### src/rtl/eoc_pkg.sv
package eoc_pkg;

    typedef enum logic [1:0] {
        ST_CHARGE  = 2'd0,
        ST_PROBE   = 2'd1,
        ST_PRESENT = 2'd2,
        ST_ABSENT  = 2'd3
    } eoc_state_e;

    localparam logic [1:0] STAT_CHARGING = 2'b01;
    localparam logic [1:0] STAT_DONE     = 2'b10;

    localparam logic [2:0] FLT_NONE      = 3'b000;
    localparam logic [2:0] FLT_NO_BATT   = 3'b111;

endpackage

### src/rtl/eoc_countdown.sv
module eoc_countdown #(
    parameter int unsigned LIMIT = 16
) (
    input  logic clk,
    input  logic rst_n,
    input  logic load_i,
    input  logic run_i,
    output logic last_o
);
    localparam int unsigned W = (LIMIT < 2) ? 1 : $clog2(LIMIT + 1);
    localparam logic [W-1:0] LIMIT_W = W'(LIMIT);
    localparam logic [W-1:0] ONE_W   = W'(1);

    logic [W-1:0] cnt_q;

    always_ff @(posedge clk or negedge rst_n) begin
        if (!rst_n) begin
            cnt_q <= '0;
        end else if (load_i) begin
            cnt_q <= LIMIT_W;
        end else if (run_i && (cnt_q != '0)) begin
            cnt_q <= cnt_q - ONE_W;
        end
    end

    assign last_o = run_i && (cnt_q == ONE_W);

    // the count never exceeds the programmed window length
    p_cnt_bound_r4: assert property (@(posedge clk) disable iff (!rst_n)
        cnt_q <= LIMIT_W);

    // a load always starts a full-length window
    p_load_full_r4: assert property (@(posedge clk) disable iff (!rst_n)
        load_i |=> (cnt_q == LIMIT_W));

endmodule

### src/rtl/eoc_status_out.sv
module eoc_status_out
    import eoc_pkg::*;
(
    input  logic       clk,
    input  logic       rst_n,
    input  eoc_state_e next_state_i,
    input  logic       go_present_i,
    input  logic       go_absent_i,
    input  logic       go_restart_i,
    output logic       sink_en_o,
    output logic [1:0] stat_o,
    output logic [2:0] fault_o,
    output logic       load_defaults_o,
    output logic       restart_req_o
);
    logic [1:0] stat_d;
    logic       sink_d;

    always_comb begin
        unique case (next_state_i)
            ST_CHARGE: begin
                stat_d = STAT_CHARGING;
                sink_d = 1'b0;
            end
            ST_PROBE: begin
                stat_d = STAT_DONE;
                sink_d = 1'b1;
            end
            ST_PRESENT: begin
                stat_d = STAT_DONE;
                sink_d = 1'b0;
            end
            ST_ABSENT: begin
                stat_d = STAT_DONE;
                sink_d = 1'b0;
            end
            default: begin
                stat_d = STAT_CHARGING;
                sink_d = 1'b0;
            end
        endcase
    end

    always_ff @(posedge clk or negedge rst_n) begin
        if (!rst_n) begin
            stat_o          <= STAT_CHARGING;
            sink_en_o       <= 1'b0;
            fault_o         <= FLT_NONE;
            load_defaults_o <= 1'b0;
            restart_req_o   <= 1'b0;
        end else begin
            stat_o          <= stat_d;
            sink_en_o       <= sink_d;
            load_defaults_o <= go_absent_i;
            restart_req_o   <= go_restart_i;
            if (go_absent_i) begin
                fault_o <= FLT_NO_BATT;
            end else if (go_present_i) begin
                fault_o <= FLT_NONE;
            end
        end
    end

    // the load-defaults strobe lasts a single cycle
    p_load_pulse_r7: assert property (@(posedge clk) disable iff (!rst_n)
        load_defaults_o |=> !load_defaults_o);

    // the restart request lasts a single cycle
    p_restart_pulse_r8: assert property (@(posedge clk) disable iff (!rst_n)
        restart_req_o |=> !restart_req_o);

    // the two strobes never coincide
    p_strobe_excl_r11: assert property (@(posedge clk) disable iff (!rst_n)
        !(load_defaults_o && restart_req_o));

    // the defaults strobe comes with the no-battery fault
    p_absent_fault_r7: assert property (@(posedge clk) disable iff (!rst_n)
        load_defaults_o |-> (fault_o == FLT_NO_BATT));

endmodule

### src/rtl/eoc_presence_seq.sv
module eoc_presence_seq
    import eoc_pkg::*;
#(
    parameter int unsigned DETECT_CYCLES  = 256,
    parameter int unsigned RESTART_CYCLES = 20000
) (
    input  logic       clk,
    input  logic       rst_n,
    input  logic       term_en_i,
    input  logic       near_reg_i,
    input  logic       term_cur_i,
    input  logic       above_rch_i,
    output logic       sink_en_o,
    output logic [1:0] stat_o,
    output logic [2:0] fault_o,
    output logic       load_defaults_o,
    output logic       restart_req_o
);
    eoc_state_e state_q;
    eoc_state_e state_d;

    logic probe_last;
    logic hold_last;
    logic go_probe;
    logic go_abort;
    logic go_present;
    logic go_absent;
    logic go_release;
    logic go_restart;

    // transition decode
    always_comb begin
        go_probe   = (state_q == ST_CHARGE)  && term_en_i && near_reg_i && term_cur_i;
        go_abort   = (state_q == ST_PROBE)   && !term_en_i;
        go_present = (state_q == ST_PROBE)   && term_en_i && probe_last && above_rch_i;
        go_absent  = (state_q == ST_PROBE)   && term_en_i && probe_last && !above_rch_i;
        go_release = (state_q == ST_PRESENT) && !term_en_i;
        go_restart = (state_q == ST_ABSENT)  && hold_last;
    end

    always_comb begin
        state_d = state_q;
        unique case (state_q)
            ST_CHARGE: begin
                if (go_probe) state_d = ST_PROBE;
            end
            ST_PROBE: begin
                if (go_abort)        state_d = ST_CHARGE;
                else if (go_present) state_d = ST_PRESENT;
                else if (go_absent)  state_d = ST_ABSENT;
            end
            ST_PRESENT: begin
                if (go_release) state_d = ST_CHARGE;
            end
            ST_ABSENT: begin
                if (go_restart) state_d = ST_CHARGE;
            end
            default: state_d = ST_CHARGE;
        endcase
    end

    always_ff @(posedge clk or negedge rst_n) begin
        if (!rst_n) state_q <= ST_CHARGE;
        else        state_q <= state_d;
    end

    eoc_countdown #(.LIMIT(DETECT_CYCLES)) i_detect_timer (
        .clk    (clk),
        .rst_n  (rst_n),
        .load_i (go_probe),
        .run_i  (state_q == ST_PROBE),
        .last_o (probe_last)
    );

    eoc_countdown #(.LIMIT(RESTART_CYCLES)) i_restart_timer (
        .clk    (clk),
        .rst_n  (rst_n),
        .load_i (go_absent),
        .run_i  (state_q == ST_ABSENT),
        .last_o (hold_last)
    );

    eoc_status_out i_status (
        .clk             (clk),
        .rst_n           (rst_n),
        .next_state_i    (state_d),
        .go_present_i    (go_present),
        .go_absent_i     (go_absent),
        .go_restart_i    (go_restart),
        .sink_en_o       (sink_en_o),
        .stat_o          (stat_o),
        .fault_o         (fault_o),
        .load_defaults_o (load_defaults_o),
        .restart_req_o   (restart_req_o)
    );

    // no termination while the enable is low
    p_gated_r2: assert property (@(posedge clk) disable iff (!rst_n)
        ((state_q == ST_CHARGE) && !term_en_i) |=> !sink_en_o);

    // the sink only starts after a full termination condition
    p_sink_start_r3: assert property (@(posedge clk) disable iff (!rst_n)
        $rose(sink_en_o) |-> $past(term_en_i && near_reg_i && term_cur_i));

    // dropping the enable during the window kills the sink
    p_abort_r9: assert property (@(posedge clk) disable iff (!rst_n)
        (sink_en_o && !term_en_i) |=> (!sink_en_o && !load_defaults_o));

    // a restart request only follows the absent hold
    p_restart_src_r8: assert property (@(posedge clk) disable iff (!rst_n)
        restart_req_o |-> ($past(state_q) == ST_ABSENT));

    // the absent hold is left only through the restart transition
    p_hold_commit_r10: assert property (@(posedge clk) disable iff (!rst_n)
        ((state_q == ST_ABSENT) && !hold_last) |=> (state_q == ST_ABSENT));

endmodule

### config.mk
export PLATFORM = sky130hd
export DESIGN_NAME = eoc_presence_seq
export DESIGN_NICKNAME = d
export VERILOG_FILES = /design/src/rtl/eoc_pkg.sv /design/src/rtl/eoc_countdown.sv /design/src/rtl/eoc_status_out.sv /design/src/rtl/eoc_presence_seq.sv
export SDC_FILE = /design/constraint.sdc
export NUM_CORES = 1
export LEC_CHECK = 0
export ABC_AREA = 1
export BUFFER_PORTS_ARGS = -buffer_cell sky130_fd_sc_hd__buf_2
export CAP_MARGIN = 10
export CORE_UTILIZATION = 44
export CTS_BUF_LIST = sky130_fd_sc_hd__clkbuf_4 sky130_fd_sc_hd__clkbuf_8
export DETAILED_ROUTE_END_ITERATION = 10
export PLACE_DENSITY = 0.64
export SETUP_SLACK_MARGIN = 0.05
export SYNTH_ARGS = -nofsm -noshare
export SYNTH_HDL_FRONTEND = slang
export SYNTH_SLANG_ARGS = --single-unit
### constraint.sdc
create_clock -name clk -period 3.55 [get_ports clk]
set_clock_uncertainty 0.05 [all_clocks]
set_input_delay 0.71 -clock clk [delete_from_list [all_inputs] [get_ports clk]]
set_output_delay 0.71 -clock clk [all_outputs]
set_load 0.03 [all_outputs]
==> results of run 1 <==
-- cell families after synthesis --
family          after synthesis  share of synthesized area
buf+inv                      32                     0.0714
flops                        32                      0.405
compound gates               16                     0.0455
xor+xnor                      9                     0.0398
simple gates                167                      0.400
fa+ha+maj                     6                     0.0379
-- sequential cells by signal (all words and copies together) (netlist names) --
name,cells
i_detect_timer.cnt_q,9
state_q,2
i_status.stat_o,2
i_status.sink_en_o,1
i_restart_timer.cnt_q,15
i_status.fault_o,1
i_status.load_defaults_o,1
i_status.restart_req_o,1
-- power by group --
group | switching (mW) | internal (mW)
clock network | 0.141 | 0.207
registers | 0.0711 | 0.432
logic | 0.288 | 0.163
total | 0.500 | 0.802
-- final cells by class --
| class | count | area share |
|---|---|---|
| clock buffer | 5 | 0.0314 |
| clock inverter | 3 | 0.0194 |
| inverter | 29 | 0.0508 |
| multi-input combinational | 198 | 0.473 |
| sequential | 32 | 0.366 |
| tap | 52 | 0.0297 |
| timing repair buffer | 13 | 0.0297 |
-- synthesized netlist by cell type --
cell type,n
nor2_2,5
nand4_1,4
xor2_1,9
nand3_2,3
a21oi_1,2
a21oi_2,2
o21ai_1,8
buf_8,1
ha_1,6
dfstp_2,1
nand2_2,4
inv_2,2
nor2_1,35
o21ai_0,2
inv_4,1
dfrtp_1,31
nand4_2,1
nand3_1,26
inv_1,26
o22ai_1,2
nand3b_1,3
buf_4,2
nand2_4,3
or2_1,1
nand2_1,72
nor2_4,4
nor3_1,6
-- cells in the final DEF (no fill, tap or decap), drive strengths merged --
| cell type | n |
|---|---|
| a21oi | 4 |
| buf | 13 |
| bufinv | 1 |
| clkbuf | 5 |
| clkinv | 1 |
| clkinvlp | 1 |
| dfrtp | 31 |
| dfstp | 1 |
| ha | 6 |
| inv | 29 |
| nand2 | 79 |
| nand3 | 29 |
| nand3b | 3 |
| nand4 | 5 |
| nor2 | 44 |
| nor3 | 6 |
| o21ai | 10 |
| o22ai | 2 |
| or2 | 1 |
| xor2 | 9 |
-- per-stage QoR --
step | worst slack, ns | instance area [um^2] | total power, mW | hold slack, ns | utilization
after floorplan | 2.00 | 1980 | 0.869 | 0.364 | -
after global placement | 1.72 | 2080 | 0.956 | 0.452 | 0.478
after detailed placement | 1.67 | 2080 | 0.958 | 0.452 | 0.478
after CTS | 1.79 | 2190 | 1.31 | 0.450 | 0.503
after global routing | 1.61 | 2190 | 1.41 | 0.475 | 0.503
final | 1.80 | 2190 | 1.30 | 0.419 | 0.503
-- layer usage --
| layer | track usage | up-vias |
|---|---|---|
| met5 | 0 | - |
| met4 | 0.0771 | 0 |
| met3 | 0.0482 | 7 |
| met2 | 0.289 | 24 |
| met1 | 0.251 | 759 |
| li1 | - | 867 |
-- worst paths after layout --
check	slack [ns]	from	cells after the start	end
worst min-delay path	0.42	rst_n	1	i_restart_timer.cnt_q[7]$_DFFE_PN0P_
worst min register to register	0.47	i_restart_timer.cnt_q[14]$_DFFE_PN0P_	2	i_restart_timer.cnt_q[14]$_DFFE_PN0P_
worst max-delay path	1.80	i_status.stat_o[0]$_DFF_PN1_	1	stat_o[0]
max in group asynchronous	2.57	rst_n	1	i_detect_timer.cnt_q[6]$_DFFE_PN0P_
min in group clk	0.47	i_restart_timer.cnt_q[14]$_DFFE_PN0P_	2	i_restart_timer.cnt_q[14]$_DFFE_PN0P_
worst max register to register	1.84	i_detect_timer.cnt_q[1]$_DFFE_PN0P_	9	i_restart_timer.cnt_q[2]$_DFFE_PN0P_
==> impl_results.md, run 1 <==
* Status: complete, no violations
* Number of global-route vias before repair at about 1,600
* Slowest cell delay on critical path at 0.52 ns
* CTS HTree Levels at 2
* Worst-skew pair later-pin latency at between 0.2 and 0.3 ns
* Slew HR at 0.524
* Slowest cell on crit path: dfstp_2
* Final nets at a little under 300
* Port buffer count at 13
* Met3 wire length at ~120 um
* Number of unique standard cell types used by synthesis at 27
* Fin crit period at between 1.5 and 2 ns
* Die height at between 60 and 70 um
* Drt total wl at ~4.0 mm
* Antenna Nets Post-Route at 0
* ANT cells at 0
* Register area at 802 um^2
* Uppermost routed layer: met4
* Final std cells w/o fill at 332
* LEAKAGE at around 1.2 nW
* Max clock buf depth at 2
* I/O pin total at 14
* Critical Path End Type: output pin
* Routed via count at 1,657
* DR DRC count at 0
* GRT Util Overall at 0.188
* CTS sink cnt at 32
* Share of cells above drive strength 1 at 0.168
* Initial antenna violation count at 0
* Top cell type's share of synthesized area at 0.392
* RSZ-0062 raised after global routing: no
* #FFs+latches synth at 32
* Worst setup SP type: flop
* Routed wire per std cell at 12.1 um
* Drt pass-1 iters at 4
* Num CTS Buffers at 5
* Post-DP HPWL at 3.02 mm
* CTS tree: yes
* Ranking of synthesized cells by area: dfrtp_1, nand2_1, nor2_1
* Hold Buf Count CTS at 0
* Syn Inst Count at approximately 260
* Placed cell count at between 300 and 400
* Cell taking the most area after synthesis: dfrtp_1
* Register area share after synthesis at 0.405
* Worst-Margin Slew at about 0.7 ns
* Data required, critical path at 2.79 ns
* Period utilisation layout at 0.493
* DR WL met2 at between 1.5 and 2 mm
* Maxcap violations at 0
* WP buf/inv at 1
* Core area at 4350 um^2
* F_max at 571 MHz
* Fin. max-slew vios at 0
* Clk root buf: clkbuf_8
* Worst-path cell chain: buf_2
* Rows at 24
* Initial Util at 0.455
* CP delay by family, top: flip-flops
* Critical path type: reg2out
* Die ar. at about 4800 um^2
* Remaining global-route overflow at 0
* Die W at 69.1 um
* Wl on met1 at 1.98 mm
* First-pass GRT wire length at between 7 and 8 mm
* Syn_area_per_cell at ~7.6 um^2
* Area grow syn2layout at 10.7%
* Gpl congestion at between 0.7 and 0.8
* YS warnings at 0
* Clock-pin slew on the worst setup and hold paths at 0.07 ns
* Critical path peak fanout at 1
* Worst min path class: in2async
* Via density at 4.99
* Number of DRC markers in iteration 0 at 99
* Multi-input gate area in the final layout at 1040 um^2
* Mapped Area at ~2000 um^2
* Final TNS setup at 0 ns
* Critical Path AT at between 0.9 and 1 ns
* Fill cells at 414
* VDD IR-drop max at around 390 uV
* Cells resized by post-CTS repair at 0
* Syn nets at between 200 and 300
* Endpoints failing hold at 0
* Power Dens Cells at between 500 and 600 nW/um^2
* Largest net degree at the start of global routing at 33
* Postcts setup bufs at 0
* Final number of setup-violating endpoints at 0
Note: power is estimated with default switching activity, not from simulation.
==> run 2, diff against run 1 <==
Settings changed: PLACE_DENSITY 0.64 to 0.67.
Clock period 3.55 ns to 1.58 ns, I/O delays scaled along.
==> impl_results.md, run 2 (synthesis results as in run 1) <==
* Status: finished with violations
* Failing checks: negative hold slack
* Commonest non-fill, non-tap cell in the layout: nand2_1
* Endpoints failing hold at 13
* Core area at 4350 um^2
* First-pass GRT wire length at ~7.3 mm
* Critical path peak fanout at 5
* Via density at a little over 5
* Area grow syn2layout at 27.9%
* Number of global-route vias before repair at approximately 1,700
* Worst Setup Slack, final at around 0.064 ns
* ANT cells at 0
* Routed wire per std cell at 12.5 um
* Initial antenna violation count at 0
* Fin crit period at around 1.5 ns
* Max clock buf depth at 2
* Die ar. at around 4800 um^2
* Critical Path End Type: flop
* LEAKAGE at around 1.3 nW
* CTS sink cnt at 32
* Most frequent cells in the layout: nand2_1, nor2_1, dfrtp_1
* Biggest register: i_restart_timer.cnt_q
* Period utilisation layout at 0.960
* Routed via count at 1,846
* GRT Util Overall at 0.191
* VDD IR-drop max at between 800 and 900 uV
* Final nets at roughly 320
* CTS tree: yes
* Die W at slightly below 70 um
* Antenna Nets Post-Route at 0
* Worst min path class: in2async
* Layout Utilization at 0.582
* Power Dens Cells at between 1000 and 1500 nW/um^2
* Num CTS Buffers at 5
* Number of DRC markers in iteration 0 at between 100 and 150
* Die height at approximately 69 um
* Worst setup SP type: flop
* Data required, critical path at 1.75 ns
* Hold Buf Count CTS at 0
* Fill cells at ~400
* Worst Hold Slack at -0.00239 ns
* Largest net degree at the start of global routing at 33
* I/O pin total at 14
* Clk root buf: clkbuf_8
* Critical path type: reg2reg
* Drt pass-1 iters at 4
* Initial Util at 0.455
* Total power at between 3 and 4 mW
* Rows at 24
* Gpl congestion at ~0.9
* Fin. max-slew vios at 0
* Post-DP HPWL at ~3.1 mm
* Maxcap violations at 0
* Largest regs: i_restart_timer.cnt_q: 15 flops, i_detect_timer.cnt_q: 9 flops
* Pre-CTS setup slack at about 0.055 ns
* Remaining global-route overflow at 0
* Worst-skew pair later-pin latency at between 0.2 and 0.3 ns
* RSZ-0062 raised after global routing: yes
* Share of cells above drive strength 1 at 0.325
* Critical Path AT at roughly 1.7 ns
* Final number of setup-violating endpoints at 0
* Worst-Margin Slew at ~0.41 ns
* Final TNS setup at 0 ns
* Clock-pin slew on the worst setup and hold paths at 0.07 ns
* Port buffer count at 13
* CTS HTree Levels at 2
* Slew HR at 0.729
* Drt total wl at roughly 4.5 mm
* Max reg flops at 15
* F_max at 660 MHz
* DR DRC count at 0
-- run 2: changes by cell type in the layout (fill, tap and decap cells not counted), sizes merged --
cell,before,now
buf,13,39
nand2,79,81
-- run 2: power by group --
group / switching [mW] / internal [mW]
Sequential: 0.173 / 0.975
Combinational: 0.765 / 0.530
Clock: 0.318 / 0.466
Total: 1.26 / 1.97
-- run 2: per-layer routing --
layer  share of wire  routed length, um  GRT usage  vias to the layer above
met5               0                  0          0                        -
met2            0.49               2220      0.316                       34
met1            0.46               2080      0.237                      876
li1                -                  -          -                      930
met3           0.028                125     0.0424                        6
met4           0.016                 71     0.0839                        0
-- run 2: final cells by class --
| class | instances | area [um^2] | share of cell area |
|---|---|---|---|
| repair buffers | 39 | 264 | 0.104 |
| flip-flops and latches | 32 | 807 | 0.319 |
| inverters | 29 | 111 | 0.0440 |
| clock inverters | 3 | 42.5 | 0.0168 |
| clock buffers | 5 | 68.8 | 0.0272 |
| well taps | 52 | 65.1 | 0.0257 |
| multi-input cells | 200 | 1170 | 0.464 |
-- run 2: critical path: stages, from the launching register on --
cell     delay [ns]
dfrtp_2        0.45
nor2_4         0.16
nand2_4        0.09
nor2_4         0.14
nand3_2        0.13
nand2_4        0.16
buf_4          0.13
nand3_1        0.06
nand2_1        0.08
-- run 2: timing repair --
item,CTS,global route
pin swaps,0,16
endpoints found under the setup margin,3,27
buffers inserted,2,12
resized for setup,1,36
gates cloned,0,2
-- run 2: stage by stage --
step	area, um^2	std cells
after floorplan	1980	262
after global placement	2170	336
after detailed placement	2170	336
after CTS	2300	346
after global routing	2530	360
final	2530	360
-- run 2: final timing paths --
| kind | slack (ns) | cells after the start | start | endpoint |
|---|---|---|---|---|
| setup / recovery | 0.06 | 8 | i_detect_timer.cnt_q[4]$_DFFE_PN0P_ | i_detect_timer.cnt_q[4]$_DFFE_PN0P_ |
| hold / removal | -0.002 | 2 | rst_n | i_detect_timer.cnt_q[8]$_DFFE_PN0P_ |
| setup reg to reg | 0.06 | 8 | i_detect_timer.cnt_q[4]$_DFFE_PN0P_ | i_detect_timer.cnt_q[4]$_DFFE_PN0P_ |
| hold reg to reg | 0.47 | 2 | i_status.fault_o[1]$_DFFE_PN0P_ | i_status.fault_o[1]$_DFFE_PN0P_ |
| max in group asynchronous | 1.16 | 2 | rst_n | i_status.stat_o[0]$_DFF_PN1_ |
| min in group clk | 0.34 | 3 | above_rch_i | i_restart_timer.cnt_q[9]$_DFFE_PN0P_ |
==> run 3, diff against run 2 <==
Settings changed: CORE_UTILIZATION 44 to 56, PLACE_DENSITY 0.67 to 0.81.
==> impl_results.md, run 3 (synthesis results as in run 1) <==
* WP buf/inv at 1
* CTS tree: yes
* DP Area at 2150 um^2
* Final number of setup-violating endpoints at 0
* Core area at 3360 um^2
* Hold Crit Start: term_en_i
* Initial Util at 0.589
* Initial antenna violation count at 0
* F_max at between 600 and 700 MHz
* Maxcap violations at 0
* Via density at 5.37
* Die W at 61.5 um
* Remaining global-route overflow at 0
* Num CTS Buffers at 5
* Most frequent cells in the layout: nand2_1, nor2_1, dfrtp_1
* Final nets at ~320
* Slowest cell delay on critical path at ~0.46 ns
* Fin. max-slew vios at 0
* Critical Path End Type: flop
* Worst-Margin Slew at 0.394 ns
* Layout Utilization at 0.737
* R2R depth at 8
* WHS Path Cells at 3
* Gpl congestion at ~0.95
* RSZ-0062 raised after global routing: yes
* Status: complete, no violations
* Final TNS setup at 0 ns
* Antenna Nets Post-Route at 0
* Endpoints failing hold at 0
* Largest net degree at the start of global routing at 18
* GRT Util Overall at 0.262
* Worst Hold End: state_q[1]$_DFF_PN0_
* I/O pin total at 14
* Critical Path AT at around 1.8 ns
* Worst-path cell chain: nor2_4 -> nand2_4 -> nor2_4 -> nand3_2 -> nand2_4 -> buf_6 -> nand3_1 -> nand2_1
* Power Dens Cells at between 1000 and 1500 nW/um^2
* Number of global-route vias before repair at 1,650
* Drt total wl at between 4 and 5 mm
* Setup crit start: i_detect_timer.cnt_q[4]$_DFFE_PN0P_
* Fill cells at ~260
* CTS HTree Levels at 2
* LEAKAGE at approximately 1.3 nW
* Port buffer count at 13
* ANT cells at 0
* Reg-to-Reg End: i_detect_timer.cnt_q[8]$_DFFE_PN0P_
* Commonest non-fill, non-tap cell in the layout: nand2_1
* Max clock buf depth at 2
* Critical path type: reg2reg
* Worst min path class: in2reg
* Die height at 61.5 um
* Critical path peak fanout at 6
* First-pass GRT wire length at between 7 and 8 mm
* Fin crit period at 1.55 ns
* CTS sink cnt at 32
* Data required, critical path at 1.82 ns
* VDD IR-drop max at around 1100 uV
* Design area at between 2000 and 2500 um^2
* Die ar. at between 3000 and 4000 um^2
* Drt pass-1 iters at 5
* R2r startpoint: i_detect_timer.cnt_q[4]$_DFFE_PN0P_
* CP delay by family, top: simple AND/OR/NAND/NOR gates
* Post-DP HPWL at roughly 3.3 mm
* Routed via count at around 1,900
* Clock-pin slew on the worst setup and hold paths at about 0.11 ns
* Slowest cell on crit path: dfrtp_2
* Reg2reg setup slack at roughly 0.027 ns
* DR DRC count at 0
* Number of DRC markers in iteration 0 at 122
* Area grow syn2layout at 25.1%
* Slew HR at 0.736
* Period utilisation layout at 0.983
* Share of cells above drive strength 1 at 0.321
* Max reg flops at 15
* Routed wire per std cell at around 14 um
* Worst setup SP type: flop
* Worst-skew pair later-pin latency at 0.34 ns
* Rows at 21
* Clk root buf: clkbuf_4
* Crit path depth at 8
* Biggest register: i_restart_timer.cnt_q
* Largest regs: i_restart_timer.cnt_q: 15 flops, i_detect_timer.cnt_q: 9 flops
## run 3: worst register-to-register path, cell delays in order (launching register included)
cell and delay [ns]:
dfrtp_2 0.46, nor2_4 0.17, nand2_4 0.09, nor2_4 0.15, nand3_2 0.12, nand2_4 0.15
buf_6 0.13, nand3_1 0.09, nand2_1 0.08
## run 3: cell type report
| class | instances | area, um^2 | share of cell area |
|---|---|---|---|
| Clock buffer | 6 | 45.0 | 0.0182 |
| Clock inverter | 2 | 35.0 | 0.0141 |
| Inverter | 29 | 114 | 0.0459 |
| Multi-Input combinational cell | 198 | 1140 | 0.460 |
| Sequential cell | 32 | 807 | 0.326 |
| Tap cell | 46 | 57.6 | 0.0232 |
| Timing Repair Buffer | 38 | 279 | 0.113 |
## run 3: worst max-delay path by stage
stage	endpoint	slack [ns]
global route	i_restart_timer.cnt_q[2]$_DFFE_PN0P_	-0.06
detailed placement	i_restart_timer.cnt_q[2]$_DFFE_PN0P_	-0.05
global placement	i_restart_timer.cnt_q[5]$_DFFE_PN0P_	0.008
CTS	i_restart_timer.cnt_q[2]$_DFFE_PN0P_	0.05
finish	i_detect_timer.cnt_q[8]$_DFFE_PN0P_	0.03
floorplan	i_restart_timer.cnt_q[5]$_DFFE_PN0P_	0.11
## run 3: routing by layer
layer	GRT usage	routed length [um]	vias up	share of wire
met5	0	0	-	0
met4	0.108	193	0	0.039
met3	0.0630	258	19	0.052
met2	0.436	2460	66	0.50
met1	0.326	2000	890	0.41
li1	-	-	910	-
## run 3: stage by stage
| step | cells | power, mW | hold slack, ns | setup slack (ns) |
|---|---|---|---|---|
| 3_3_place_gp | 327 | 2.18 | 0.209 | 0.00814 |
| 3_5_place_dp | 327 | 2.23 | 0.212 | -0.0492 |
| 2_1_floorplan | 262 | 1.95 | -0.0296 | 0.112 |
| 4_1_cts | 339 | 2.89 | 0.296 | 0.0534 |
| 6_report | 351 | 3.21 | 0.305 | 0.0274 |
| 5_1_grt | 351 | 3.40 | 0.302 | -0.0611 |
## run 3: power by group
group	internal (mW)	switching [mW]	leakage (nW)
sequential	0.976	0.191	0.402
combinational	0.598	0.809	0.853
clock	0.349	0.290	0.0456
total	1.92	1.29	1.30
## run 3: timing repair
| item | CTS | global route |
|---|---|---|
| hold buffers | 1 | 0 |
| setup endpoints to repair | 11 | 21 |
| cloned | 0 | 0 |
| setup buffers | 3 | 12 |
| pin swaps | 2 | 11 |
| gates resized for setup | 6 | 33 |
| endpoints found under the hold margin | 15 | 0 |
